### config.mk
export PLATFORM = sky130hd
export DESIGN_NAME = wdl_top
export DESIGN_NICKNAME = d
export VERILOG_FILES = /design/src/rtl/wdl_pkg.sv /design/src/rtl/wdl_limit_bank.sv /design/src/rtl/wdl_cmp.sv /design/src/rtl/wdl_seq.sv /design/src/rtl/wdl_top.sv
export SDC_FILE = /design/constraint.sdc
export NUM_CORES = 1
export LEC_CHECK = 0
export ABC_AREA = 1
export BUFFER_PORTS_ARGS = -buffer_cell sky130_fd_sc_hd__buf_4
export CAP_MARGIN = 25
export CORE_MARGIN = 2
export CORE_UTILIZATION = 48
export CTS_CLUSTER_DIAMETER = 30
export DETAILED_ROUTE_END_ITERATION = 12
export HOLD_SLACK_MARGIN = 0.08
export PLACE_DENSITY = 0.73
export SLEW_MARGIN = 5
export SYNTH_ARGS = -nofsm -noshare
export SYNTH_HDL_FRONTEND = slang
export SYNTH_HIERARCHICAL = 1
export SYNTH_SLANG_ARGS = --single-unit
### constraint.sdc
create_clock -name clk -period 7.8 [get_ports clk]
set_input_delay 2.34 -clock clk [delete_from_list [all_inputs] [get_ports clk]]
set_output_delay 2.34 -clock clk [all_outputs]
set_load 0.1 [all_outputs]
### src/rtl/wdl_pkg.sv
package wdl_pkg;
  typedef enum logic {
    SQ_IDLE = 1'b0,
    SQ_EVAL = 1'b1
  } seq_state_e;
endpackage

### src/rtl/wdl_limit_bank.sv
module wdl_limit_bank #(
  parameter int unsigned NUM_LIM = 2,
  parameter int unsigned MAG_W   = 8,
  parameter int unsigned REG_W   = 16,
  parameter int unsigned AW      = 2,
  localparam int unsigned FIELD_W = MAG_W + 2
) (
  input  logic                            clk,
  input  logic                            rst_n,
  input  logic                            wr_en,
  input  logic [AW-1:0]                   wr_addr,
  input  logic [REG_W-1:0]                wr_data,
  output logic [NUM_LIM-1:0][FIELD_W-1:0] lim_q
);

  for (genvar g = 0; g < NUM_LIM; g++) begin : g_lim
    logic [FIELD_W-1:0] field_q;

    always_ff @(posedge clk or negedge rst_n) begin
      if (!rst_n) begin
        field_q <= '0;
      end else if (wr_en && (wr_addr == AW'(g))) begin
        field_q <= wr_data[FIELD_W-1:0];
      end
    end

    assign lim_q[g] = field_q;

    // a write to this limit stores exactly the low field bits
    a_r1_field_store: assert property (@(posedge clk) disable iff (!rst_n)
      (wr_en && (wr_addr == AW'(g))) |=> (field_q == $past(wr_data[FIELD_W-1:0])));
  end

endmodule

### src/rtl/wdl_cmp.sv
module wdl_cmp #(
  parameter int unsigned MAG_W = 8,
  localparam int unsigned FIELD_W = MAG_W + 2,
  localparam int unsigned SIGN_POS  = MAG_W,
  localparam int unsigned SENSE_POS = MAG_W + 1
) (
  input  logic [MAG_W:0]     smp_sm,
  input  logic [FIELD_W-1:0] lim_f,
  output logic               hit
);

  function automatic logic signed [MAG_W:0] sm_to_tc(input logic neg,
                                                     input logic [MAG_W-1:0] mag);
    logic signed [MAG_W:0] m;
    m = signed'({1'b0, mag});
    return neg ? -m : m;
  endfunction

  logic signed [MAG_W:0] smp_tc;
  logic signed [MAG_W:0] lim_tc;

  always_comb begin
    smp_tc = sm_to_tc(smp_sm[SIGN_POS], smp_sm[MAG_W-1:0]);
    lim_tc = sm_to_tc(lim_f[SIGN_POS], lim_f[MAG_W-1:0]);
    hit    = lim_f[SENSE_POS] ? (smp_tc > lim_tc) : (smp_tc < lim_tc);
  end

endmodule

### src/rtl/wdl_seq.sv
module wdl_seq
  import wdl_pkg::*;
#(
  parameter int unsigned NUM_LIM = 2,
  parameter int unsigned MAG_W   = 8,
  localparam int unsigned SW = (NUM_LIM > 1) ? $clog2(NUM_LIM) : 1
) (
  input  logic               clk,
  input  logic               rst_n,
  input  logic               smp_valid,
  input  logic               smp_cmp_en,
  input  logic [MAG_W:0]     smp_data,
  output logic               smp_ready,
  output logic [MAG_W:0]     smp_q,
  output logic [SW-1:0]      step_q,
  output logic               eval_act,
  input  logic               hit,
  input  logic [NUM_LIM-1:0] clr_mask,
  output logic [NUM_LIM-1:0] flag_q,
  output logic               done_q
);

  localparam logic [SW-1:0] LAST = SW'(NUM_LIM - 1);

  seq_state_e state_q;
  logic       accept;

  assign smp_ready = (state_q == SQ_IDLE);
  assign accept    = smp_valid && smp_ready;
  assign eval_act  = (state_q == SQ_EVAL);

  always_ff @(posedge clk or negedge rst_n) begin
    if (!rst_n) begin
      state_q <= SQ_IDLE;
      step_q  <= '0;
      smp_q   <= '0;
      done_q  <= 1'b0;
    end else begin
      done_q <= 1'b0;
      case (state_q)
        SQ_IDLE: begin
          if (accept && smp_cmp_en) begin
            smp_q   <= smp_data;
            step_q  <= '0;
            state_q <= SQ_EVAL;
          end
        end
        default: begin
          if (step_q == LAST) begin
            state_q <= SQ_IDLE;
            done_q  <= 1'b1;
          end else begin
            step_q <= step_q + 1'b1;
          end
        end
      endcase
    end
  end

  always_ff @(posedge clk or negedge rst_n) begin
    if (!rst_n) begin
      flag_q <= '0;
    end else begin
      for (int i = 0; i < NUM_LIM; i++) begin
        flag_q[i] <= (flag_q[i] && !clr_mask[i]) ||
                     (eval_act && (step_q == SW'(i)) && hit);
      end
    end
  end

  // the strobe never lasts two cycles
  a_r6_done_single: assert property (@(posedge clk) disable iff (!rst_n)
    done_q |=> !done_q);

  // the strobe follows the step that evaluates the last limit
  a_r6_done_after_last: assert property (@(posedge clk) disable iff (!rst_n)
    $rose(done_q) |-> ($past(state_q) == SQ_EVAL) && ($past(step_q) == LAST));

  // an enabled sample blocks further acceptance
  a_r8_busy_blocks: assert property (@(posedge clk) disable iff (!rst_n)
    (accept && smp_cmp_en) |=> !smp_ready);

  // a disabled sample leaves the block idle with no strobe
  a_r7_skip_disabled: assert property (@(posedge clk) disable iff (!rst_n)
    (accept && !smp_cmp_en) |=> (smp_ready && !done_q));

  for (genvar g = 0; g < NUM_LIM; g++) begin : g_hold
    // a flag is only lowered by a clear request
    a_r5_flag_hold: assert property (@(posedge clk) disable iff (!rst_n)
      (flag_q[g] && !clr_mask[g]) |=> flag_q[g]);
  end

endmodule

### src/rtl/wdl_top.sv
module wdl_top #(
  parameter int unsigned NUM_LIM = 2,
  parameter int unsigned MAG_W   = 8,
  parameter int unsigned REG_W   = 16,
  localparam int unsigned AW      = $clog2(NUM_LIM + 1),
  localparam int unsigned FIELD_W = MAG_W + 2,
  localparam int unsigned SW      = (NUM_LIM > 1) ? $clog2(NUM_LIM) : 1
) (
  input  logic               clk,
  input  logic               rst_n,
  input  logic               cfg_wr_en,
  input  logic [AW-1:0]      cfg_addr,
  input  logic [REG_W-1:0]   cfg_wdata,
  output logic [REG_W-1:0]   cfg_rdata,
  input  logic               smp_valid,
  output logic               smp_ready,
  input  logic               smp_cmp_en,
  input  logic [MAG_W:0]     smp_data,
  output logic [NUM_LIM-1:0] lim_irq,
  output logic               cmp_done
);

  localparam logic [AW-1:0] FLAG_ADDR = AW'(NUM_LIM);

  logic [NUM_LIM-1:0][FIELD_W-1:0] lim_q;
  logic [FIELD_W-1:0]              lim_sel;
  logic [MAG_W:0]                  smp_q;
  logic [SW-1:0]                   step_q;
  logic                            eval_act;
  logic                            hit;
  logic [NUM_LIM-1:0]              clr_mask;

  assign clr_mask = (cfg_wr_en && (cfg_addr == FLAG_ADDR)) ? cfg_wdata[NUM_LIM-1:0] : '0;

  wdl_limit_bank #(
    .NUM_LIM(NUM_LIM), .MAG_W(MAG_W), .REG_W(REG_W), .AW(AW)
  ) bank_i (
    .clk(clk), .rst_n(rst_n), .wr_en(cfg_wr_en), .wr_addr(cfg_addr),
    .wr_data(cfg_wdata), .lim_q(lim_q)
  );

  always_comb begin
    lim_sel = '0;
    for (int i = 0; i < NUM_LIM; i++) begin
      if (step_q == SW'(i)) lim_sel = lim_q[i];
    end
  end

  wdl_cmp #(.MAG_W(MAG_W)) cmp_i (
    .smp_sm(smp_q), .lim_f(lim_sel), .hit(hit)
  );

  wdl_seq #(.NUM_LIM(NUM_LIM), .MAG_W(MAG_W)) seq_i (
    .clk(clk), .rst_n(rst_n), .smp_valid(smp_valid), .smp_cmp_en(smp_cmp_en),
    .smp_data(smp_data), .smp_ready(smp_ready), .smp_q(smp_q), .step_q(step_q),
    .eval_act(eval_act), .hit(hit), .clr_mask(clr_mask), .flag_q(lim_irq),
    .done_q(cmp_done)
  );

  always_comb begin
    cfg_rdata = '0;
    for (int i = 0; i < NUM_LIM; i++) begin
      if (cfg_addr == AW'(i)) cfg_rdata[FIELD_W-1:0] = lim_q[i];
    end
    if (cfg_addr == FLAG_ADDR) cfg_rdata[NUM_LIM-1:0] = lim_irq;
  end

  // unused register bits always read back as zero
  a_r1_upper_zero: assert property (@(posedge clk) disable iff (!rst_n)
    cfg_rdata[REG_W-1:FIELD_W] == '0);

  // a flag can only rise while an evaluation is under way
  a_r5_rise_in_eval: assert property (@(posedge clk) disable iff (!rst_n)
    (|(lim_irq & ~$past(lim_irq))) |-> $past(eval_act));

endmodule

==> results.toml <==
[cts]
clk_pin_slew_ns = 0.07
clk_latency_ns = 0.28
cts_inserted_buffers = 5
cts_max_level = 2
cts_tree = "built"
cts_hold_buf = 0
cts_setup_buffers = 0
cts.root.buffer_cell = "clkbuf_8"
clkSinkCount = 34
cts_buffer_depth = 2
cts_resized = 0

[final_layout]
nFillCells = 479
antennaDiodeCount = 0
drive_gt1_frac = 0.159
fin_area_um2 = 2760
num-nets-final = 414
syn_to_final_growth_pct = 15.0

[setup_path]
startpoint_type = "input port"
r2r_start = "seq_i/step_q$_DFFE_PN0P_"
worst_r2r_endpoint = "seq_i/flag_q[1]$_DFF_PN0_"
crit_required_ns = 5.46
crit_type = "in -> out"
rr_worst_depth = 15
ff2ff_setup_slack_ns = 4.60
endpoint_kind = "primary output"
critPathMaxFanout = 24
cp_data_arrival_time_ns = 3.29

[logic_synthesis]
synthesis.area_um2 = 2400
synth_commonest_cells = "117 x nand2_1, 46 x inv_1, 34 x dfrtp_1, 33 x nand3_1, 23 x nand4_1"
postSynth.asyncResetShare = 1.00
syn_inst = 338
synth-edff-count = 0
synthTopCellsByArea = "dfrtp_1 35%, nand2_1 18%, inv_1 7.2%, nand3_1 6.9%, nand4_1 6.0%"
yosys.area.top_type = "dfrtp_1"
synthDistinctLibCells = 25
ys_warn_count = 6
synth.most_common_cell = "nand2_1"
yosysSeqAreaShare = 0.355
avgSynthCellArea_um2 = 7.09
netlist.area_leader.share = 0.355
synthFlopType = "dfrtp_1"
ys_ff_latch = 34

[timing]
whs_ns = 0.474
relSlewSlack = 0.391
skew_ns = 0.00489
timing.setup.tns_ns = 0
fin_crit_sh = 0.722
period_minus_slack_ns = 5.63
drv_slew = 0
timing.fmax_ghz = 0.177
tightest_slew_ns = 0.904
hold_viol = 0
rsz0062_at_grt = "false"
setup_viol = 0

[die]
coreArea_um2 = 4750
io_pins = 52
die_area_um2 = 5580
fp.dieH_um = 74.7
die_w_um = 74.7
num_rows = 25
start_util = 0.504

[grt]
grt_first_pass_wirelength_um = 8650
antenna_found_initial = 0
grt_max_degree = 35
grt_pass1_vias = 1946
grt_overflow = 0
grt_use_total = 0.202

[placed_design]
gp_congestion = 0.809
dp_hpwl_um = 3790
portBuffers = 39
dpl_cell_area_um2 = 2660

[route]
via_count = 2179
totalWireLength_um = 5150
drt_iter0_drc = 101
wl_per_cell_um = 11.7
viasPerCell = 4.96
antenna_left = 0
drcViolationCount = 0
firstDrtPassIters = 5

[min_path]
min-delay-start = "seq_i/smp_q[1]$_DFFE_PN0P_"
hold_depth = 2
min_to = "seq_i/smp_q[1]$_DFFE_PN0P_"
hold_class = "reg -> reg"

[outcome]
status = "complete, no violations"

[pwr]
power.density_nw_per_um2 = 318
vdd_drop_max_mv = 0.242
static-leakage-power_nw = 1.54

[job]
drv_cap = 0
[critical path: stages]
cell,delay [ns]
buf_4,0.21
nor2_4,0.29
nand2_1,0.08
nand3_1,0.08
buf_4,0.29
[area by class of cell]
class | count | area (um2) | area share
inverters | 48 | 180 | 0.0653
clock inverters | 2 | 12.5 | 0.00454
clock buffers | 6 | 82.6 | 0.0299
well taps | 67 | 83.8 | 0.0304
flip-flops and latches | 34 | 851 | 0.309
repair buffers | 39 | 293 | 0.106
multi-input cells | 243 | 1250 | 0.455
[metal layers]
metal,routed length [um],vias up,global-route usage
li1,-,1139,-
met1,2390,982,0.274
met2,2460,53,0.328
met3,245,5,0.0442
met4,44,0,0.0595
met5,0,-,0
[placed cells by master, fill, tap and decap left out]
| cell type | count |
|---|---|
| conb_1 | 6 |
| ha_1 | 11 |
| nand3_1 | 33 |
| buf_4 | 39 |
| xor2_1 | 9 |
| a21oi_1 | 3 |
| clkinvlp_4 | 1 |
| xnor2_1 | 3 |
| nor3_1 | 1 |
| clkbuf_8 | 6 |
| nor2_2 | 1 |
| a21oi_2 | 1 |
| nor2_4 | 2 |
| nand4_1 | 23 |
| nand2_2 | 2 |
| inv_2 | 2 |
| clkinv_2 | 1 |
| inv_1 | 46 |
| nand2_1 | 117 |
| nand3_2 | 4 |
| o21ai_0 | 16 |
| o21ai_1 | 2 |
| o31ai_1 | 2 |
| dfrtp_1 | 34 |
| nor2_1 | 7 |
[stage by stage]
| stage | setup slack (ns) | power (W) | std cells | utilization |
|---|---|---|---|---|
| 5_1_grt | 2.10 | 0.000955 | 439 | 0.580 |
| 3_3_place_gp | 2.16 | 0.000735 | 431 | 0.560 |
| 3_5_place_dp | 2.17 | 0.000745 | 431 | 0.560 |
| 4_1_cts | 2.16 | 0.000885 | 439 | 0.580 |
| 2_1_floorplan | 2.19 | 0.000654 | 343 | - |
| 6_report | 2.17 | 0.000877 | 439 | 0.580 |
[sequential cells by signal, indices dropped and copies added, names as in the netlist]
| register | count |
|---|---|
| bank_i/g_lim.field_q | 20 |
| seq_i/done_q | 1 |
| seq_i/eval_act | 1 |
| seq_i/flag_q | 2 |
| seq_i/smp_q | 9 |
| seq_i/step_q | 1 |
[power breakdown]
group          internal (W)  switching, W  leakage [nW]
combinational      0.000152      0.000335          1.07
clock             0.0000709     0.0000649        0.0472
sequential         0.000214     0.0000403         0.421
[kinds of logic (layout without fill, tap and decap cells)]
kind of cell	count (synthesis)	count (layout)	share of synthesized area
XOR/XNOR	12	12	0.0438
buffers and inverters	66	95	0.129
AND/OR/NAND/NOR	190	190	0.359
other	1	6	0.00156
adder cells (fa/ha/maj)	11	11	0.0574
flip-flops	34	34	0.355
AO/OA/AOI/OAI	24	24	0.0538
[worst max path at each step]
stage | startpoint | endpoint | slack [ns]
3_3_place_gp | cfg_addr[0] | cfg_rdata[7] | 2.16
4_1_cts | cfg_addr[0] | cfg_rdata[7] | 2.16
3_5_place_dp | cfg_addr[0] | cfg_rdata[7] | 2.17
2_1_floorplan | cfg_addr[0] | cfg_rdata[0] | 2.19
6_report | cfg_addr[0] | cfg_rdata[1] | 2.17
5_1_grt | cfg_addr[0] | cfg_rdata[7] | 2.10
No activity file was read; power rests on OpenSTA's default activity.
